--- src/rtl/i2c_xfer_seq.sv ---
module i2c_xfer_seq #(
  parameter int CW = 8,
  parameter int TW = 16
) (
  input  logic          clk,
  input  logic          rst_n,
  input  logic          go,
  input  logic          rd_only,
  input  logic          addr10,
  input  logic [9:0]    addr,
  input  logic [CW-1:0] wr_len,
  input  logic [CW-1:0] rd_len,
  input  logic [TW-1:0] tmo,
  output logic          busy,
  output logic          done,
  output logic [2:0]    status,
  output logic [1:0]    err_flags,
  input  logic [7:0]    tx_data,
  input  logic          tx_valid,
  output logic          tx_ready,
  output logic [7:0]    rx_data,
  output logic          rx_valid,
  output logic          cmd_valid,
  output logic [2:0]    cmd_code,
  output logic          cmd_wbit,
  input  logic          cmd_done,
  input  logic          cmd_rbit,
  input  logic          cmd_arb
);

  localparam logic [2:0] C_START = 3'd0, C_RESTART = 3'd1, C_STOP = 3'd2,
                         C_WRITE = 3'd3, C_READ = 3'd4;
  localparam logic [2:0] ST_OK = 3'd0, ST_PARAM = 3'd1, ST_NACK = 3'd2,
                         ST_ARB = 3'd3, ST_TMO = 3'd4;
  localparam logic [TW-1:0] TINF = {TW{1'b1}};
  localparam logic [CW-1:0] ONE = CW'(1);

  typedef enum logic [3:0] {
    S_IDLE, S_START, S_RESTART, S_PREP, S_WBIT, S_RACK, S_RBIT, S_WACK, S_STOP
  } state_t;
  typedef enum logic [1:0] {PH_H1, PH_H2, PH_TX, PH_RX} phase_t;

  state_t        state;
  phase_t        phase;
  logic          rw, rep, a10;
  logic [9:0]    adr;
  logic [CW-1:0] wn, rn, cnt;
  logic [2:0]    bitc;
  logic [7:0]    sh;
  logic [TW-1:0] tlim, elapsed;
  logic [2:0]    fin, status_q;
  logic [1:0]    err_q;
  logic          done_q, rxv_q;

  wire expired = (tlim != TINF) && (elapsed >= tlim);
  wire step    = cmd_valid && cmd_done;
  wire abort   = step && cmd_arb && (state != S_STOP);
  wire zero_go = rd_only ? (rd_len == '0) : (wr_len == '0);
  wire [7:0] hdr1 = a10 ? {5'b11110, adr[9:8], rw} : {adr[6:0], rw};

  assign busy      = (state != S_IDLE);
  assign done      = done_q;
  assign status    = status_q;
  assign err_flags = err_q;
  assign rx_data   = sh;
  assign rx_valid  = rxv_q;
  assign tx_ready  = (state == S_PREP) && (phase == PH_TX) && !expired;
  assign cmd_valid = (state != S_IDLE) && (state != S_PREP);

  always_comb begin
    case (state)
      S_START:        cmd_code = C_START;
      S_RESTART:      cmd_code = C_RESTART;
      S_STOP:         cmd_code = C_STOP;
      S_WBIT, S_WACK: cmd_code = C_WRITE;
      default:        cmd_code = C_READ;
    endcase
    case (state)
      S_WBIT:  cmd_wbit = sh[7];
      S_WACK:  cmd_wbit = (cnt == ONE);
      default: cmd_wbit = 1'b1;
    endcase
  end

  always_ff @(posedge clk) begin
    if (!rst_n) begin
      state <= S_IDLE;  phase <= PH_H1;
      rw <= 1'b0;  rep <= 1'b0;  a10 <= 1'b0;  adr <= '0;
      wn <= '0;  rn <= '0;  cnt <= '0;  bitc <= '0;  sh <= '0;
      tlim <= '0;  elapsed <= '0;  fin <= ST_OK;  status_q <= ST_OK;
      err_q <= '0;  done_q <= 1'b0;  rxv_q <= 1'b0;
    end else begin
      done_q <= 1'b0;
      rxv_q  <= 1'b0;
      if (busy && elapsed != TINF) elapsed <= elapsed + 1'b1;
      if (abort) begin
        err_q[0] <= 1'b1;
        status_q <= ST_ARB;
        done_q   <= 1'b1;
        state    <= S_IDLE;
      end else begin
        case (state)
          S_IDLE: if (go) begin
            if (zero_go) begin
              done_q   <= 1'b1;
              status_q <= ST_PARAM;
            end else begin
              a10 <= addr10;  adr <= addr;  wn <= wr_len;  rn <= rd_len;
              tlim <= tmo;  elapsed <= '0;  err_q <= '0;
              rw <= rd_only;  rep <= 1'b0;  phase <= PH_H1;
              state <= S_START;
            end
          end
          S_START: if (step) begin
            phase <= PH_H1;
            state <= S_PREP;
          end
          S_RESTART: if (step) begin
            rw    <= 1'b1;
            rep   <= 1'b1;
            phase <= PH_H1;
            state <= S_PREP;
          end
          S_PREP: begin
            bitc <= '0;
            if (expired) begin
              fin   <= ST_TMO;
              state <= S_STOP;
            end else begin
              case (phase)
                PH_H1: begin sh <= hdr1;     state <= S_WBIT; end
                PH_H2: begin sh <= adr[7:0]; state <= S_WBIT; end
                PH_TX: if (tx_valid) begin sh <= tx_data; state <= S_WBIT; end
                default: state <= S_RBIT;
              endcase
            end
          end
          S_WBIT: if (step) begin
            sh   <= {sh[6:0], 1'b0};
            bitc <= bitc + 1'b1;
            if (bitc == 3'd7) state <= S_RACK;
          end
          S_RACK: if (step) begin
            if (cmd_rbit) begin
              err_q[1] <= 1'b1;
              fin      <= ST_NACK;
              state    <= S_STOP;
            end else begin
              case (phase)
                PH_H1, PH_H2: begin
                  if (phase == PH_H1 && a10 && !rep) begin
                    phase <= PH_H2;
                  end else begin
                    phase <= rw ? PH_RX : PH_TX;
                    cnt   <= rw ? rn : wn;
                  end
                  state <= S_PREP;
                end
                default: begin
                  cnt <= cnt - 1'b1;
                  if (cnt == ONE) begin
                    if (rn != '0) state <= S_RESTART;
                    else begin fin <= ST_OK; state <= S_STOP; end
                  end else begin
                    state <= S_PREP;
                  end
                end
              endcase
            end
          end
          S_RBIT: if (step) begin
            sh   <= {sh[6:0], cmd_rbit};
            bitc <= bitc + 1'b1;
            if (bitc == 3'd7) state <= S_WACK;
          end
          S_WACK: if (step) begin
            rxv_q <= 1'b1;
            cnt   <= cnt - 1'b1;
            if (cnt == ONE) begin
              fin   <= ST_OK;
              state <= S_STOP;
            end else begin
              state <= S_PREP;
            end
          end
          S_STOP: if (step) begin
            if (cmd_arb) err_q[0] <= 1'b1;
            status_q <= cmd_arb ? ST_ARB : fin;
            done_q   <= 1'b1;
            state    <= S_IDLE;
          end
          default: state <= S_IDLE;
        endcase
      end
    end
  end

  assert_cmd_hold_R12: assert property (@(posedge clk) disable iff (!rst_n)
    (cmd_valid && !cmd_done) |=> (cmd_valid && $stable(cmd_code) && $stable(cmd_wbit)));

  assert_start_first_R3: assert property (@(posedge clk) disable iff (!rst_n)
    $rose(busy) |-> (cmd_valid && cmd_code == C_START));

  assert_rx_after_ack_R4: assert property (@(posedge clk) disable iff (!rst_n)
    rx_valid |-> $past(cmd_valid && cmd_code == C_WRITE && cmd_done && !cmd_arb));

  assert_stop_closes_R8: assert property (@(posedge clk) disable iff (!rst_n)
    (done && (status == ST_OK || status == ST_NACK || status == ST_TMO))
      |-> $past(cmd_valid && cmd_code == C_STOP && cmd_done));

  assert_param_quiet_R10: assert property (@(posedge clk) disable iff (!rst_n)
    (!busy && go && (rd_only ? (rd_len == '0) : (wr_len == '0)))
      |=> (done && !busy && status == ST_PARAM));

  assert_flags_sticky_R11: assert property (@(posedge clk) disable iff (!rst_n)
    busy |=> ((err_flags | $past(err_flags)) == err_flags));

endmodule

--- config.mk ---
export PLATFORM = sky130hd
export DESIGN_NAME = i2c_xfer_seq
export DESIGN_NICKNAME = d
export VERILOG_FILES = /design/src/rtl/i2c_xfer_seq.sv
export SDC_FILE = /design/constraint.sdc
export NUM_CORES = 1
export LEC_CHECK = 0
export ABC_AREA = 1
export BUFFER_PORTS_ARGS = -buffer_cell sky130_fd_sc_hd__buf_2
export CAP_MARGIN = 20
export CELL_PAD_IN_SITES_DETAIL_PLACEMENT = 0
export CELL_PAD_IN_SITES_GLOBAL_PLACEMENT = 1
export CORE_UTILIZATION = 30
export CTS_BUF_LIST = sky130_fd_sc_hd__clkbuf_4 sky130_fd_sc_hd__clkbuf_8
export DETAILED_ROUTE_END_ITERATION = 10
export HOLD_SLACK_MARGIN = 0.05
export PLACE_DENSITY_LB_ADDON = 0.12
export SETUP_SLACK_MARGIN = 0.15
export SKIP_CTS_REPAIR_TIMING = 1
export SLEW_MARGIN = 25
export SYNTH_ARGS = -nofsm -noshare
export SYNTH_HDL_FRONTEND = slang
export SYNTH_SLANG_ARGS = --single-unit
export TNS_END_PERCENT = 20
--- constraint.sdc ---
create_clock -name clk -period 1.7 [get_ports clk]
set_input_delay 0.085 -clock clk [delete_from_list [all_inputs] [get_ports clk]]
set_output_delay 0.085 -clock clk [all_outputs]
set_load 0.02 [all_outputs]
==> flow_summary.yaml, run 1 <==
route:
  drt_iter0_drc: 205
  final_antenna_net_count: 0
  via_count: 5798
  drc: 0
  via_per_inst: 4.73
  routed_wl_mm: 17.1
  first_pass_iters: 5
  wl_per_cell_um: 13.9
floorplan:
  die_area_sq_um: 18200
  pin_count: 81
  die_y_um: 135
  start_util: 0.306
  core_sq_um: 17300
  die_x_um: 135
  rows: 48
pwr:
  p_seq_frac: 0.292
  p_sw_uw: 4310
  netSwitchingFraction: 0.426
  ir_worst_vdd_uv: 482
  power_frac_comb: 0.559
  power_leakage_uw: 0.00351
  power_uw: 10100
  clkPwrFrac: 0.149
  internal_power_uw: 5800
  power_density_nw_per_um2: 1240
sta:
  tightestPinTransition_ps: 610
  slew_viol_final: 0
  fin_crit_ps: 2060
  hold_viol: 0
  finalWorstSetupSlack_ps: -356
  slew-limit-headroom: 0.593
  setup_tns_ps: -3290
  fmax_mhz: 486
  fin_skew_ps: 18.3
  setup_viol: 16
  period_share: 1.21
  rsz0062_at_grt: "yes"
  finalHoldWorstSlack_ps: 55.2
critical_path:
  cpLargestDelayFamily: "simple AND/OR/NAND/NOR gates"
  worstPathMaxFanout: 3
  critPathCaptureType: "output pin"
  cp_data_arrival_time_ps: 1970
  cp.buffers_inverters: 3
  r2r_cells: 14
  critPathMaxStageDelay_ps: 340
  path_cells: "inv_2 > ha_4 > nand2_1 > inv_1 > nand2_2 > nor2_1 > nor2_1 > nand2_1 > nand2_1 > nand2_2 > nand2_4 > nand2_4 > nor2_4 > buf_6"
  cp_slowest_cell: "dfxtp_2"
  r2r-start: "tlim[5]"
  crit_path_frequent_cell: "nand2_1"
  critPathKind: "register to output pin"
  required_ps: 1620
  timing.rr.end: "rx_data[5]"
  rrSetupSlack_ps: -250
  crit_path_start_kind: "register"
clocking:
  ctsLongestPathBuffers: 2
  numCtsBuffers: 9
  clkSinkCount: 95
  clk_latency_ps: 390
  clkSlewWorstSetupHoldPaths_ps: 100
  clock-root-buffer: "clkbuf_8"
  cts_tree: "done"
  h-tree-depth: 3
run:
  max_cap_viol_count: 0
yosys:
  synth_area_leaders: "dfxtp_1 36%, nand2_1 11%, a21oi_1 8.3%"
  synth_area_leader_cell: "dfxtp_1"
  avgSynthCellArea_sq_um: 6.91
  async_reset_ff_frac: 0
  synth_top_cell_area_share: 0.359
  synth_ff_type: "dfxtp_1"
  synth-compound-area-share: 0.193
  synth_top_family_by_area: "simple AND/OR/NAND/NOR gates"
  synth_cell_types: 44
  yosys.area_share.simple: 0.278
  synth-edff-count: 0
  muxShareOfSynthArea: 0
  synthAdderAreaFrac: 0.0590
  ys_ff_latch: 95
  synthXorXnorAreaFrac: 0.0198
  synth_cells: 767
  yosysMostFrequentCell: "nand2_1"
  seq_area_frac_synth: 0.359
  syn-num-nets: 851
  syn-cell-area_sq_um: 5300
  synth_common_cells: "158 x nand2_1, 95 x dfxtp_1, 89 x inv_1"
  yosysWarnings: 0
placed_design:
  dpl_cell_area_sq_um: 6760
  dp_hpwl_mm: 12.8
  place_congestion: 0.855
  dp_cells: 1155
  io_buffers: 80
global_route:
  grtUsageMet2: 0.309
  track_usage: 0.186
  grt_pass1_wl_mm: 26.3
  grt_max_degree: 51
  grt_most_used_layer: "met2"
  antenna_found_initial: 0
  grt_use_met3: 0.0248
  met1_usage: 0.249
  grt_pass1_vias: 5361
  grt_overflow: 0
min_path:
  hp-class: "input pin to register"
  min_from: "wr_len[1]"
  hold_end: "wn[1]"
  holdPathStages: 4
cells_and_area:
  final_layout_size_suffix_gt1_frac: 0.383
  nets: 1079
  syn2layout_area_growth_pct: 53.6
  layout.cells.non_filler: 1225
  fin_area_sq_um: 8140
  diodes: 0
outcome:
  outcome: "finished with violations"
  failed_checks: "setup timing"
tightest hold or removal path, stage by stage:
cell and delay [ps]:
buf_2 90, buf_4 100, nor2_1 40, nor2_1 80
per-layer routing:
layer	routed length, um	up-vias
met4	252	0
met2	8150	96
met1	8170	2686
li1	-	2999
met5	0	-
met3	506	17
power groups by stage:
stage	sequential (uW)	combinational, uW	clock [uW]
floorplan	2920	2810	0
global placement	2950	4610	0
detailed placement	2970	4660	0
CTS	2910	4700	1560
global route	3010	6240	1650
finish	2950	5650	1510
layout make-up:
| class | count | area [sq um] |
|---|---|---|
| clock buffer | 13 | 160 |
| clock inverter | 3 | 27.5 |
| fill | 1770 | 9160 |
| inverter | 97 | 387 |
| multi-input combinational | 551 | 3490 |
| sequential | 95 | 1940 |
| tap | 225 | 282 |
| timing repair buffer | 241 | 1850 |
cells in the final DEF (no fill, tap or decap), types with 5 or more instances in the layout:
cell,netlist,final
a21oi_2,1,5
ha_4,0,11
nor2_4,3,12
nor3_1,18,12
ha_1,25,12
nand2_4,3,11
nand4_1,16,16
nand3_2,4,7
dfxtp_4,0,5
o21ai_0,78,43
xnor2_1,5,5
xor2_1,7,7
o21ai_1,1,7
nor2_1,72,61
nand3_1,29,24
dfxtp_2,0,19
o22ai_1,5,5
nand2_1,158,139
dfxtp_1,95,71
clkbuf_8,0,10
inv_2,6,22
buf_4,3,110
buf_6,1,9
o21ai_2,1,27
nor2_2,6,8
a21oi_1,88,82
nand2_2,2,13
buf_2,7,74
dlygate4sd3_1,0,43
o211ai_1,7,7
inv_1,89,69
through the flow:
stage / util / setup WS, ps
6_report: 0.471 / -356
5_1_grt: 0.471 / -474
4_1_cts: 0.402 / -595
2_1_floorplan: - / 118
3_5_place_dp: 0.391 / -259
3_3_place_gp: 0.391 / -175
worst max path at each step:
stage | from | end | slack (ps) | cells after the start
after floorplan | state[0] | cnt[0] | 120 | 10
final | tlim[5] | tx_ready | -360 | 14
after global placement | tlim[6] | rx_data[0] | -180 | 14
after global routing | tlim[5] | tx_ready | -470 | 14
after detailed placement | tlim[6] | rx_data[5] | -260 | 14
after CTS | tlim[6] | tx_ready | -590 | 14
state kept, by name, indices dropped and copies added (netlist names):
register   flops
a10            1
status         3
tlim          16
phase          2
rw             1
fin            2
state          4
rx_data        8
wn             8
rx_valid       1
err_flags      2
adr           10
elapsed       16
cnt            8
rep            1
done           1
rn             8
bitc           3
logic make-up after synthesis:
logic type | count (synthesis)
AND/OR/NAND/NOR | 322
AO/OA/AOI/OAI | 192
buffers and inverters | 121
flip-flops | 95
adder cells (fa/ha/maj) | 25
XOR/XNOR | 12
Power figures use the tool's default switching activity.
==> run 2: changes to the inputs <==
ABC_AREA = not set   (was 1)
CORE_UTILIZATION = 40   (was 30)
==> run 2 against run 1 <==
Compared with the run above:
- the run still ends with setup timing left
- via count shrank 3.9%
- total power shrank 13%
- sequential power shrank 7.5%
- die area shrank 24%
- sequential cell count is the same
- combinational power shrank 27%
- clock skew shrank 4.9 ps
==> flow_summary.yaml, run 2 <==
cells_and_area:
  fin_area_sq_um: 8420
  syn2layout_area_growth_pct: 57.6
  nets: 989
  diodes: 0
  top_regs: "elapsed (16), tlim (16), adr (10)"
  seqCellArea_sq_um: 1930
  fillCellCount: 1087
  multi_input_comb_area_sq_um: 3660
  final_layout_size_suffix_gt1_frac: 0.405
  final_cell_mix: "143 x buf_4, 89 x nor2_1, 80 x dfxtp_1"
  final_common_cell: "buf_4"
placed_design:
  dp_slack_ps: -434
  dpl_cell_area_sq_um: 7160
  io_buffers: 80
  place_congestion: 0.867
  dp_hpwl_mm: 12.3
critical_path:
  cp_slowest_cell: "dfxtp_2"
  critPathCaptureType: "output pin"
  worstPathMaxFanout: 4
  required_ps: 1620
  cp_data_arrival_time_ps: 2320
  path_cells: "inv_2 > ha_4 > nand4_1 > nor3_2 > buf_4 > o311ai_4 > buf_6 > a31oi_4 > buf_6 > nor2_4 > buf_6"
  crit_path_frequent_cell: "buf_6"
  crit_path_start_kind: "register"
  critPathKind: "register to output pin"
  critPathMaxStageDelay_ps: 350
clocking:
  ctsLongestPathBuffers: 2
  h-tree-depth: 3
  clk_latency_ps: 390
  clkSinkCount: 95
  cts_tree: "done"
  clkSlewWorstSetupHoldPaths_ps: 110
  clock-root-buffer: "clkbuf_8"
  numCtsBuffers: 9
sta:
  rsz0062_at_grt: "yes"
  finalHoldWorstSlack_ps: 53.5
  slew-limit-headroom: 0.664
  fmax_mhz: 416
  finalWorstSetupSlack_ps: -704
  period_share: 1.41
  setup_viol: 96
  setup_tns_ps: -20170
  tightestPinTransition_ps: 500
  slew_viol_final: 0
  fin_crit_ps: 2400
  hold_viol: 0
  fin_skew_ps: 13.4
global_route:
  grt_pass1_wl_mm: 25.8
  grt_max_degree: 29
  grt_overflow: 0
  grt_pass1_vias: 5350
  antenna_found_initial: 0
  track_usage: 0.231
route:
  routed_wl_mm: 17.2
  first_pass_iters: 6
  via_count: 5570
  drt_iter0_drc: 249
  wl_per_cell_um: 15.9
  final_antenna_net_count: 0
  drc: 0
  via_per_inst: 5.15
yosys:
  synth_top_cell_area_share: 0.356
  syn-cell-area_sq_um: 5350
  synth_cells: 643
  synth_common_cells: "96 x nor2_1, 95 x dfxtp_1, 56 x mux2i_1"
  synth_area_leaders: "dfxtp_1 36%, mux2i_1 10%, nor2_1 6.7%"
  syn-num-nets: 727
  yosysWarnings: 0
  synth_cell_types: 66
  ys_ff_latch: 95
  async_reset_ff_frac: 0
  synth_area_leader_cell: "dfxtp_1"
  yosysMostFrequentCell: "nor2_1"
  avgSynthCellArea_sq_um: 8.31
  seq_area_frac_synth: 0.356
  synth-edff-count: 0
  synth_ff_type: "dfxtp_1"
floorplan:
  start_util: 0.417
  die_y_um: 118
  die_x_um: 118
  die_area_sq_um: 13800
  pin_count: 81
  core_sq_um: 12800
  rows: 41
min_path:
  hp-class: "input pin to register"
run:
  max_cap_viol_count: 0
pwr:
  power_density_nw_per_um2: 1040
  ir_worst_vdd_uv: 598
  power_leakage_uw: 0.00365
outcome:
  failed_checks: "setup timing"
  outcome: "finished with violations"
run 2: cell types whose count changed after synthesis, sizes merged, moves of 11 or more:
cell   previous run  this run
nand2           163        36
nand3            33        12
inv              96        32
nor3             18        29
o21ai            80        22
nor2             83        96
mux2i             0        56
a21oi            89        47
run 2: through the flow:
step                instances  total power (uW)  utilization
floorplan                 643              4790            -
global placement         1008              6200        0.558
detailed placement       1008              6260        0.558
CTS                      1024              8170        0.578
global route             1082              9220        0.657
finish                   1082              8780        0.657
run 2: critical path, delay by kind of cell (launching register included):
kind	cells	cell delay, ps
buffers and inverters	5	600
AOI/OAI and AO/OA	2	290
and+or+nand+nor	3	450
adders and majority gates	1	260
DFF	1	350
run 2: final timing paths:
check | startpoint | endpoint | slack (ps) | depth (start not counted)
worst max-delay path | tlim[13] | tx_ready | -700 | 11
worst min-delay path | cmd_rbit | fin[1] | 50 | 3
worst max register to register | tlim[1] | state[2] | -520 | 10
worst min register to register | err_flags[0] | err_flags[0] | 460 | 2
run 2: cell families (layout without fill, tap and decap cells):
family	count (synthesis)	in the layout	synth area share
AND/OR/NAND/NOR	242	242	0.222
XOR/XNOR	18	18	0.0295
adder cells (fa/ha/maj)	25	25	0.0585
flip-flops	95	95	0.356
multiplexers	58	58	0.109
buffers and inverters	69	336	0.0534
AO/OA/AOI/OAI	136	136	0.171
run 2: power by group:
part / switching, uW / internal, uW / total (uW)
sequential: 217 / 2510 / 2730
clock: 888 / 1030 / 1920
combinational: 2010 / 2120 / 4130
total: 3120 / 5660 / 8780
run 2: layout make-up:
cell class                 count  share of cell area
clock inverter                 6              0.0137
clock buffer                  10              0.0163
sequential                    95               0.229
tap                          172              0.0255
multi-input combinational    479               0.435
inverter                      32              0.0143
timing repair buffer         288               0.266
run 2: layer usage:
layer  vias up  global-route usage  routed length, um
met2       110               0.386               8490
li1       2814                   -                  -
met5         -                   0                  0
met1      2626               0.303               7870
met4         0              0.0689                230
met3        20              0.0402                602
